==> src/rtl/osd_raster_pkg.sv <==
package osd_raster_pkg;

  localparam int OSD_COLS      = 24;
  localparam int OSD_ROWS      = 10;
  localparam int OSD_CELL_DOTS = 8;
  localparam int OSD_START_W   = 6;

  // Strobes from the control side to the counters.
  typedef struct packed {
    logic vRestart;   // frame start
    logic lineStep;   // next scan line
    logic hRestart;   // line start
    logic dotStep;    // next dot
  } osdStrobe_t;

  // Geometry in effect for the current frame.
  typedef struct packed {
    logic [OSD_START_W-1:0] vStart;
    logic [OSD_START_W-1:0] hStart;
    logic                   vDblFirst;
    logic                   vDblRest;
    logic                   hDblFirst;
    logic                   hDblRest;
  } osdCfg_t;

endpackage

==> src/rtl/osd_axis_track.sv <==
// One axis of the window: position counter, start match, size repeat,
// dot index inside a cell and cell index inside the window.
module osd_axis_track #(
  parameter int CELLS     = 24,
  parameter int CELL_DOTS = 8,
  parameter int START_W   = 6,
  localparam int POS_W    = START_W + 1,
  localparam int CELL_W   = $clog2(CELLS),
  localparam int DOT_W    = $clog2(CELL_DOTS)
) (
  input  logic               clk,
  input  logic               rstN,
  input  logic               restart,
  input  logic               step,
  input  logic [START_W-1:0] startUnits,
  input  logic               dbl,
  output logic               act,
  output logic [CELL_W-1:0]  cellIdx,
  output logic [DOT_W-1:0]   dotIdx
);

  localparam logic [POS_W-1:0]  POS_MAX   = {POS_W{1'b1}};
  localparam logic [CELL_W-1:0] CELL_LAST = CELL_W'(CELLS - 1);
  localparam logic [DOT_W-1:0]  DOT_LAST  = DOT_W'(CELL_DOTS - 1);

  logic [POS_W-1:0] pos;
  logic [POS_W-1:0] posNext;
  logic [POS_W-1:0] startPos;
  logic             done;
  logic             rep;

  assign startPos = {startUnits, 1'b0};
  assign posNext  = (pos == POS_MAX) ? pos : pos + 1'b1;

  always_ff @(posedge clk or negedge rstN) begin
    if (!rstN) begin
      pos     <= '0;
      act     <= 1'b0;
      done    <= 1'b0;
      rep     <= 1'b0;
      dotIdx  <= '0;
      cellIdx <= '0;
    end else if (restart) begin
      pos     <= '0;
      act     <= (startUnits == '0);
      done    <= 1'b0;
      rep     <= 1'b0;
      dotIdx  <= '0;
      cellIdx <= '0;
    end else if (step) begin
      pos <= posNext;
      if (!act && !done && (posNext == startPos)) begin
        act     <= 1'b1;
        rep     <= 1'b0;
        dotIdx  <= '0;
        cellIdx <= '0;
      end else if (act) begin
        if (dbl && !rep) begin
          rep <= 1'b1;
        end else begin
          rep    <= 1'b0;
          dotIdx <= dotIdx + 1'b1;
          if (dotIdx == DOT_LAST) begin
            if (cellIdx == CELL_LAST) begin
              act  <= 1'b0;
              done <= 1'b1;
            end else begin
              cellIdx <= cellIdx + 1'b1;
            end
          end
        end
      end
    end
  end

endmodule

==> src/rtl/osd_raster_ctl.sv <==
// Strobe priority and per-frame geometry capture.
module osd_raster_ctl
  import osd_raster_pkg::*;
(
  input  logic       clk,
  input  logic       rstN,
  input  logic       dotEn,
  input  logic       hsyncStb,
  input  logic       vsyncStb,
  input  osdCfg_t    cfgIn,
  output osdStrobe_t stb,
  output osdCfg_t    cfgEff
);

  osdCfg_t cfgR;

  always_comb begin
    stb.vRestart = vsyncStb;
    stb.lineStep = hsyncStb & ~vsyncStb;
    stb.hRestart = hsyncStb;
    stb.dotStep  = dotEn & ~hsyncStb;
  end

  always_ff @(posedge clk or negedge rstN) begin
    if (!rstN) cfgR <= '0;
    else if (vsyncStb) cfgR <= cfgIn;
  end

  // The frame strobe cycle already uses the geometry being captured.
  assign cfgEff = vsyncStb ? cfgIn : cfgR;

endmodule

==> src/rtl/osd_raster_dp.sv <==
// Both axis trackers, right-edge fit test and the font-side stage.
module osd_raster_dp
  import osd_raster_pkg::*;
#(
  parameter int COLS      = OSD_COLS,
  parameter int ROWS      = OSD_ROWS,
  parameter int CELL_DOTS = OSD_CELL_DOTS,
  parameter int LINE_DOTS = 320,
  localparam int ROW_W    = $clog2(ROWS),
  localparam int COL_W    = $clog2(COLS),
  localparam int DOT_W    = $clog2(CELL_DOTS),
  localparam int SPAN_MAX = 2 * (2**OSD_START_W - 1) + COLS * 2 * CELL_DOTS,
  localparam int EDGE_W   = $clog2(SPAN_MAX + 1)
) (
  input  logic             clk,
  input  logic             rstN,
  input  osdStrobe_t       stb,
  input  osdCfg_t          cfg,
  input  logic             dispOn,
  output logic [ROW_W-1:0] ramRow,
  output logic [COL_W-1:0] ramCol,
  output logic [DOT_W-1:0] fontRow,
  output logic [DOT_W-1:0] fontCol,
  output logic             winActive
);

  logic             vAct, hAct;
  logic [ROW_W-1:0] vCell;
  logic [COL_W-1:0] hCell;
  logic [DOT_W-1:0] vDot, hDot;
  logic             topRow, vDbl, hDbl;
  logic             colFits, leadAct, winActR;
  logic [EDGE_W-1:0] colNum, cellWidth, endDot;

  assign topRow = (vCell == '0);
  assign vDbl   = topRow ? cfg.vDblFirst : cfg.vDblRest;
  assign hDbl   = topRow ? cfg.hDblFirst : cfg.hDblRest;

  osd_axis_track #(
    .CELLS(ROWS), .CELL_DOTS(CELL_DOTS), .START_W(OSD_START_W)
  ) u_vTrack (
    .clk(clk), .rstN(rstN),
    .restart(stb.vRestart), .step(stb.lineStep),
    .startUnits(cfg.vStart), .dbl(vDbl),
    .act(vAct), .cellIdx(vCell), .dotIdx(vDot)
  );

  osd_axis_track #(
    .CELLS(COLS), .CELL_DOTS(CELL_DOTS), .START_W(OSD_START_W)
  ) u_hTrack (
    .clk(clk), .rstN(rstN),
    .restart(stb.hRestart), .step(stb.dotStep),
    .startUnits(cfg.hStart), .dbl(hDbl),
    .act(hAct), .cellIdx(hCell), .dotIdx(hDot)
  );

  // Right edge of the current column, measured from the line strobe.
  always_comb begin
    colNum    = EDGE_W'(hCell) + EDGE_W'(1);
    cellWidth = hDbl ? EDGE_W'(2 * CELL_DOTS) : EDGE_W'(CELL_DOTS);
    endDot    = EDGE_W'({cfg.hStart, 1'b0}) + colNum * cellWidth;
    colFits   = (endDot <= EDGE_W'(LINE_DOTS));
  end

  assign leadAct = vAct & hAct & colFits;

  // Font side lags the address side by one dot.
  always_ff @(posedge clk or negedge rstN) begin
    if (!rstN) begin
      fontRow <= '0;
      fontCol <= '0;
      winActR <= 1'b0;
    end else if (stb.hRestart) begin
      winActR <= 1'b0;
    end else if (stb.dotStep) begin
      fontRow <= vDot;
      fontCol <= hDot;
      winActR <= leadAct;
    end
  end

  assign ramRow    = vCell;
  assign ramCol    = hCell;
  assign winActive = winActR & dispOn;

endmodule

==> src/rtl/osd_raster_gen.sv <==
module osd_raster_gen
  import osd_raster_pkg::*;
#(
  parameter int COLS      = OSD_COLS,
  parameter int ROWS      = OSD_ROWS,
  parameter int CELL_DOTS = OSD_CELL_DOTS,
  parameter int LINE_DOTS = 320,
  localparam int ROW_W    = $clog2(ROWS),
  localparam int COL_W    = $clog2(COLS),
  localparam int DOT_W    = $clog2(CELL_DOTS)
) (
  input  logic                   clk,
  input  logic                   rstN,
  input  logic                   dotEn,
  input  logic                   hsyncStb,
  input  logic                   vsyncStb,
  input  logic                   dispOn,
  input  logic [OSD_START_W-1:0] vStart,
  input  logic [OSD_START_W-1:0] hStart,
  input  logic                   vDblFirst,
  input  logic                   vDblRest,
  input  logic                   hDblFirst,
  input  logic                   hDblRest,
  output logic [ROW_W-1:0]       ramRow,
  output logic [COL_W-1:0]       ramCol,
  output logic [DOT_W-1:0]       fontRow,
  output logic [DOT_W-1:0]       fontCol,
  output logic                   winActive
);

  osdStrobe_t stb;
  osdCfg_t    cfgIn, cfgEff;

  assign cfgIn = '{vStart: vStart, hStart: hStart,
                   vDblFirst: vDblFirst, vDblRest: vDblRest,
                   hDblFirst: hDblFirst, hDblRest: hDblRest};

  osd_raster_ctl u_ctl (
    .clk(clk), .rstN(rstN), .dotEn(dotEn),
    .hsyncStb(hsyncStb), .vsyncStb(vsyncStb),
    .cfgIn(cfgIn), .stb(stb), .cfgEff(cfgEff)
  );

  osd_raster_dp #(
    .COLS(COLS), .ROWS(ROWS), .CELL_DOTS(CELL_DOTS), .LINE_DOTS(LINE_DOTS)
  ) u_dp (
    .clk(clk), .rstN(rstN), .stb(stb), .cfg(cfgEff), .dispOn(dispOn),
    .ramRow(ramRow), .ramCol(ramCol),
    .fontRow(fontRow), .fontCol(fontCol), .winActive(winActive)
  );

endmodule

==> config.mk <==
export PLATFORM = sky130hd
export DESIGN_NAME = osd_raster_gen
export DESIGN_NICKNAME = d
export VERILOG_FILES = /design/src/rtl/osd_raster_pkg.sv /design/src/rtl/osd_axis_track.sv /design/src/rtl/osd_raster_ctl.sv /design/src/rtl/osd_raster_dp.sv /design/src/rtl/osd_raster_gen.sv
export SDC_FILE = /design/constraint.sdc
export NUM_CORES = 1
export LEC_CHECK = 0
export BUFFER_PORTS_ARGS = -buffer_cell sky130_fd_sc_hd__buf_4
export CAP_MARGIN = 40
export CORE_ASPECT_RATIO = 0.6
export CORE_MARGIN = 2
export CORE_UTILIZATION = 50
export CTS_CLUSTER_SIZE = 30
export DETAILED_ROUTE_END_ITERATION = 8
export PLACE_DENSITY = 0.79
export SLEW_MARGIN = 20
export SYNTH_ARGS = -nofsm -noshare
export SYNTH_HDL_FRONTEND = slang
export SYNTH_SLANG_ARGS = --single-unit
==> constraint.sdc <==
create_clock -name clk -period 3.7 [get_ports clk]
set_input_delay 0.74 -clock clk [delete_from_list [all_inputs] [get_ports clk]]
set_output_delay 0.74 -clock clk [all_outputs]
set_load 0.005 [all_outputs]
======== After elaboration in Yosys (flattened, before gate mapping) ========
Cells that the tools add are included.
cells by class
  $mul .................................... 1
  bitwise logic cells ..................... 7
  div/mod/pow operators ................... 0
  multiplexer cells ....................... 74
  add/subtract/negate cells ............... 8
  eq/ne operators ......................... 16
  magnitude comparators ................... 1
  reductions and logical operators ........ 36
  shifts and indexed selects .............. 0
operators by type and width
  kind                   count
  $mux W1                42
  $mux W7                6
  $mux W5                8
  $mux W3                10
  $mux W4                7
  $mux W16               1
  $reduce_bool A2 Y1     8
  $add A7 B1 Y7 const B  2
  $eq A7 B7 Y1           2
  $eq A7 B7 Y1 const B   2
  $logic_not A6 Y1       2
  $ne A3 B3 Y1 const B   4
  $reduce_and A6 Y1      2
  $reduce_bool A3 Y1     4
  $reduce_and A5 Y1      2
  $add A7 B9 Y9          1
  $le A9 B9 Y1 const B   1
  $mul A9 B9 Y9          1
  $ne A2 B2 Y1 const B   4
  $add A3 B1 Y3 const B  2
  $add A5 B1 Y6 const B  1
  $eq A3 B3 Y1 const B   2
  $logic_and A1 B1 Y1    6
  $logic_not A1 Y1       6
  other kinds (9)        17
storage, ports and cells
  bits in read-only memories .............. 0
  memories kept ........................... 0
  input bits .............................. 22
  output and inout port bits .............. 16
  bits in latches ......................... 0
  bits in registers ....................... 58
  RAM bits ................................ 0
  word-level logic and storage cells ...... 164

======== Depth between registers and ports, before layout ========
  depth after elaboration ................. 9
  depth in mapped cells ................... 16
  depth with buffers taken out ............ 15

======== Modules after synthesis ========
A second synthesis with hierarchy kept.
unflattened totals
  cell total of the unflattened synthesis .. 407
  area total of the unflattened synthesis .. 3,983.8 µm²
by module, submodules not included
  module                          area an instance (µm²)  cells each  seq. area each (µm²)  instances
  osd_axis_track (u_dp.u_hTrack)  1,318.8                 146         450.4                 1
  osd_axis_track (u_dp.u_vTrack)  1,213.7                 140         425.4                 1
  osd_raster_dp                   775.7                   83          175.2                 1
  osd_raster_ctl                  675.6                   38          400.4                 1

======== Worst setup path after synthesis ========
Ideal clock, no wire load.
  path type ............................... input-to-reg
  start ................................... input vsyncStb
  end ..................................... register u_dp.winActR
  path slack .............................. -0.355 ns
  required time ........................... 3.635 ns
  setup time .............................. 0.065 ns
  data arrival time ....................... 3.990 ns
  path buffers ............................ 2
  stages .................................. 15
  cells stage by stage .................... buf_6 -> mux2_2 -> mux2_2 -> buf_6 -> mux2_2 -> fa_1 -> inv_1 -> ha_1 -> ha_1 -> a21o_1 -> a21oi_1 -> xnor2_1 -> xnor2_1 -> a2111oi_0 -> a21o_1
RTL lines
  item                  line                  text
  start, declared       osd_raster_gen.sv:16  input logic vsyncStb,
  end signal, assigned  osd_raster_dp.sv:78   winActR <= leadAct;
  end, declared         osd_raster_dp.sv:32   logic colFits, leadAct, winActR;

======== Worst setup path after layout ========
  start ................................... register u_dp.u_vTrack.cellIdx[1]
  end ..................................... register u_dp.winActR
between the ends
  longest elaborated chain between the ends .. 9
ends and longest elaborated chain
  item                    line                  text
  start, declared         osd_axis_track.sv:18  output logic [CELL_W-1:0] cellIdx,
  start signal, assigned  osd_axis_track.sv:68  cellIdx <= cellIdx + 1'b1;
  $logic_not A4 Y1        osd_raster_dp.sv:35   assign topRow = (vCell == '0);
  $mux W1                 osd_raster_dp.sv:37   assign hDbl = topRow ? cfg.hDblFirst : cfg.hDblRest;
  $mux W5                 osd_raster_dp.sv:60   cellWidth = hDbl ? EDGE_W'(2 * CELL_DOTS) : EDGE_W'(CELL_DOTS);
  $mul A9 B9 Y9           osd_raster_dp.sv:61   endDot = EDGE_W'({cfg.hStart, 1'b0}) + colNum * cellWidth;
  $add A7 B9 Y9           osd_raster_dp.sv:61
  $le A9 B9 Y1            osd_raster_dp.sv:62   colFits = (endDot <= EDGE_W'(LINE_DOTS));
  $and A1 B1 Y1           osd_raster_dp.sv:65   assign leadAct = vAct & hAct & colFits;
  $mux W1                 osd_raster_dp.sv:75   end else if (stb.dotStep) begin
  $mux W1                 osd_raster_dp.sv:73   end else if (stb.hRestart) begin
Every way passes these cells. The select of a mux whose other input is x is not followed.
A chain may end at the register's enable or synchronous reset.

==> summary by stage <==
Status
The flow ran to the end, and the final reports show no timing, DRC or antenna violations.

Routing
In this run, the number of DRC markers left after iteration 0 of detailed routing was between 200 and 300. The DRC violation count after routing is 0. The total routed wire length on the met1 layer is about 4000 um. The count of TritonRoute iterations in the first routing pass is 5.

The detailed-route wire length is around 8000 um. In the final routed layout, each cell accounts on average for about 15 um. The detailed router used layers up to and including met4. The residual antenna-violating net count after detailed routing is 0. The final route contains approximately 3000 vias.

The routed wire length on met2 is around 3600 um. The detail-routed via count per cell is 5.60. The met3 wire length is between 400 and 500 um.

Worst setup path
The maximum net fanout on the critical path is 3. In this run the critical register-to-register path is launched from u_dp.u_vTrack.cellIdx[1]. Data arrives at the worst endpoint at slightly below 4 ns. Counting stages on the worst path, the most repeated cell is ha_4. The highest-delay cell along the critical path is fa_1.

The worst setup path is launched from a register. The data required time at the worst endpoint is a little under 4 ns. Counting both buffers and inverters, the worst setup path holds a total of 3. STA classifies the critical path endpoint as a register. The launching instance or port of the critical path is u_dp.u_vTrack.cellIdx[1]. The worst setup path is of the register to register kind.

Walking the worst path, the cells encountered are inv_2 > ha_4 > nor3b_2 > buf_4 > mux2_4 > mux2_4 > fa_1 > inv_2 > ha_4 > ha_4 > a21o_1 > a21oi_2 > xnor2_1 > xnor2_1 > a2111oi_2 > a21o_1. The largest stage delay on the critical path is between 0.5 and 0.6 ns. The dominant delay contributor by cell family on the critical path is adder cells.

Power and ir drop
The power density over the cells is about 410 mW/mm^2. The design draws 1910 uW. Summed over all cells, the static leakage comes to approximately 0.0021 uW. The worst IR drop on VDD is between 200 and 300 uV.

Synthesis
The share of Yosys cell area claimed by the top area cell type is 0.390. By area the synthesized netlist is led by dfrtp_1 39%, ha_1 7.1%, mux2_2 7.0%. The share of synthesized area occupied by flip-flops and latches is 0.390. The share of synthesized flip-flops with an asynchronous set or reset is 1.00.

The synthesized netlist contains slightly above 60 unique library cells. By count the netlist is led by 58 x dfrtp_1, 28 x nand2_1, 23 x inv_1, 23 x mux2_2, 23 x nor2_1. By instance count, the leading cell after synthesis is dfrtp_1. The mapped netlist covers 0.00372 sq mm. The number of standard cells after synthesis is 380. The Yosys step of the flow raised 0 warnings. Yosys mapped a number of flops with a built-in enable equal to 0. The post-synthesis average cell area is between 9 and 10 sq um.

The number of storage elements in the synthesis netlist is 58. The main flop type after synthesis is dfrtp_1. The library cell with the largest summed area after synthesis is dfrtp_1.

Clock tree
Counting along the longest clock path gives a buffer depth of 2. The H-tree generated during clock tree synthesis spans 3 levels. The clock tree from TritonCTS is built. Clock latency on the worst-skew pair, taken at its later pin, is 0.33 ns. The number of buffers inserted during clock tree synthesis is 9.

The clock sink count is between 50 and 60. The root buffer cell chosen for the clock tree is clkbuf_16. The number of hold buffers added after cts is 0. The clock transition at the register clock pins on the worst setup and hold paths after CTS is 0.05 ns.

Placement
The routability congestion estimate from global placement is 0.845. The half-perimeter wire length after detailed placement is ~5800 um. The number of I/O port buffers is 37. Counting tap cells, the placed design contains a total of slightly above 500 instances.

Final layout
In the final layout, the multi-input gates occupy 0.00219 sq mm. The area growth from synthesis to layout is 23.8%. The number of standard cells in the final layout excluding fillers is between 500 and 600. In the final layout, flip-flops and latches occupy 0.00145 sq mm.

Fill cells in the final layout number 584. The number of antenna diodes in the final layout is 0. Of the cells placed in the final design, the portion with a size suffix greater than 1 is 0.275.

For this run, the post-layout net count is around 470.

Floorplanning
The I/O pin count is 38. The initialized floorplan defines 24 standard-cell rows. The die is roughly 71 um tall. The die span in x is roughly 120 um.

The initial cell density of the core is 0.514. The overall die area is ~0.008 sq mm. The floorplan core area is between 0.007 and 0.008 sq mm.

Timing
The sum of negative setup slack is 0 ns. The slew of the pin with the lowest slew margin is a little over 0.7 ns. Setup violations remaining at the end of the flow were counted as 0. Headroom to the max-slew limit came out at 0.519. The final number of max-transition violations is 0. Dividing the final minimum period by the clock period gives 0.994.

The highest clock frequency the design can meet is roughly 270 MHz. The largest clock skew in the final design is 0.00989 ns. The final critical path time including I/O delays and setup is 3.68 ns. The final-report hold violation count is 0. Setup repair after global routing could not meet its margin everywhere.

Global routing
The initial antenna violation count is 0. The via count of the first global-routing pass is 2898. The first global-routing pass estimated ~14000 um of wire.

Across every metal layer, demand over resource in global routing totals 0.220. The total congestion overflow is 0. Entering global routing, the biggest net connects 59 pins.

Hold path
The kind of path behind the tightest hold check is input pin to async pin.

Flow run
The total of max-cap violations is 0.
final timing paths:
check | slack, ns | depth (start not counted) | endpoint
max | 0.02 | 16 | u_dp.winActR
min | 0.46 | 1 | u_dp.u_hTrack.cellIdx[4]
max reg2reg | 0.02 | 16 | u_dp.winActR
min reg2reg | 0.48 | 1 | u_dp.winActR
max in group asynchronous | 2.75 | 1 | u_dp.u_vTrack.pos[0]
min in group clk | 0.48 | 1 | u_dp.winActR
logic make-up (layout without fill, tap and decap cells):
kind of cell               count (synthesis)  count (layout)  synth area share
adders and majority gates                 24              24            0.0868
other                                      2               3           0.00202
DFF                                       58              58             0.390
muxes                                     36              36             0.108
xor gates and xnor gates                  22              22            0.0518
buffers and inverters                     44              95            0.0525
and+or+nand+nor                          130             130             0.187
AOI/OAI and AO/OA                         64              64             0.122
flip-flops by register name (all words and copies together) (netlist names), 3 cells and up:
register,cells
u_dp.u_hTrack.dotIdx,3
u_dp.u_hTrack.cellIdx,5
u_dp.fontRow,3
u_dp.u_vTrack.cellIdx,4
u_dp.u_vTrack.pos,7
u_dp.u_hTrack.pos,7
u_dp.u_vTrack.dotIdx,3
u_dp.fontCol,3
u_ctl.cfgR,16
worst register-to-register path, cell delays in order, from the launching register on:
cell and delay [ns]:
dfrtp_1 0.39, inv_2 0.08, ha_4 0.12, nor3b_2 0.14
buf_4 0.13, mux2_4 0.33, mux2_4 0.31, fa_1 0.52
inv_2 0.05, ha_4 0.27, ha_4 0.19, a21o_1 0.16
a21oi_2 0.15, xnor2_1 0.16, xnor2_1 0.11, a2111oi_2 0.39
a21o_1 0.12
repair_timing:
action,4_1_cts,5_1_grt
setup endpoints to repair,1,1
gates resized for setup,8,7
buffers inserted,1,2
pin swaps,8,10
routing by layer:
metal  GRT usage  vias up
met4      0.0469        0
met5           0        -
li1            -     1459
met2       0.322       82
met1       0.311     1448
met3      0.0840       12
layout make-up:
type	instances	area share
Sequential cell	58	0.315
Inverter	24	0.0196
Timing Repair Buffer	55	0.0897
Multi-Input combinational cell	279	0.475
Tap cell	104	0.0283
Clock inverter	4	0.0160
Clock buffer	12	0.0557
layout by cell type (no fill, tap or decap), drive strengths merged, types with 7 or more instances in the layout:
cell type,synthesis,final
a21oi,17,17
xor2,9,9
clkbuf,12,12
nand2,28,28
nor3,13,13
nor4,7,7
buf,8,55
dfrtp,58,58
ha,21,21
mux2,23,23
nor2,23,23
a31oi,12,12
mux2i,13,13
nand3,16,16
inv,24,24
xnor2,13,13
per-stage QoR:
stage          hold slack (ns)  cell area [sq um]  setup WS [ns]   util
5_1_grt                  0.512               4600         -0.123  0.636
3_5_place_dp             0.468               4190         -0.383  0.579
3_3_place_gp             0.467               4190         -0.246  0.579
4_1_cts                  0.483               4550        -0.0257  0.629
2_1_floorplan            0.442               3780        0.00941      -
6_report                 0.463               4600         0.0211  0.636
power by group:
group / total [uW] / internal (uW) / leakage (uW) / switching [uW]
clock network: 915 / 625 / 0.000163 / 290
registers: 681 / 662 / 0.000770 / 18.6
logic: 311 / 152 / 0.00114 / 160
total: 1910 / 1440 / 0.00208 / 468
No activity file was read; power rests on OpenSTA's default activity.
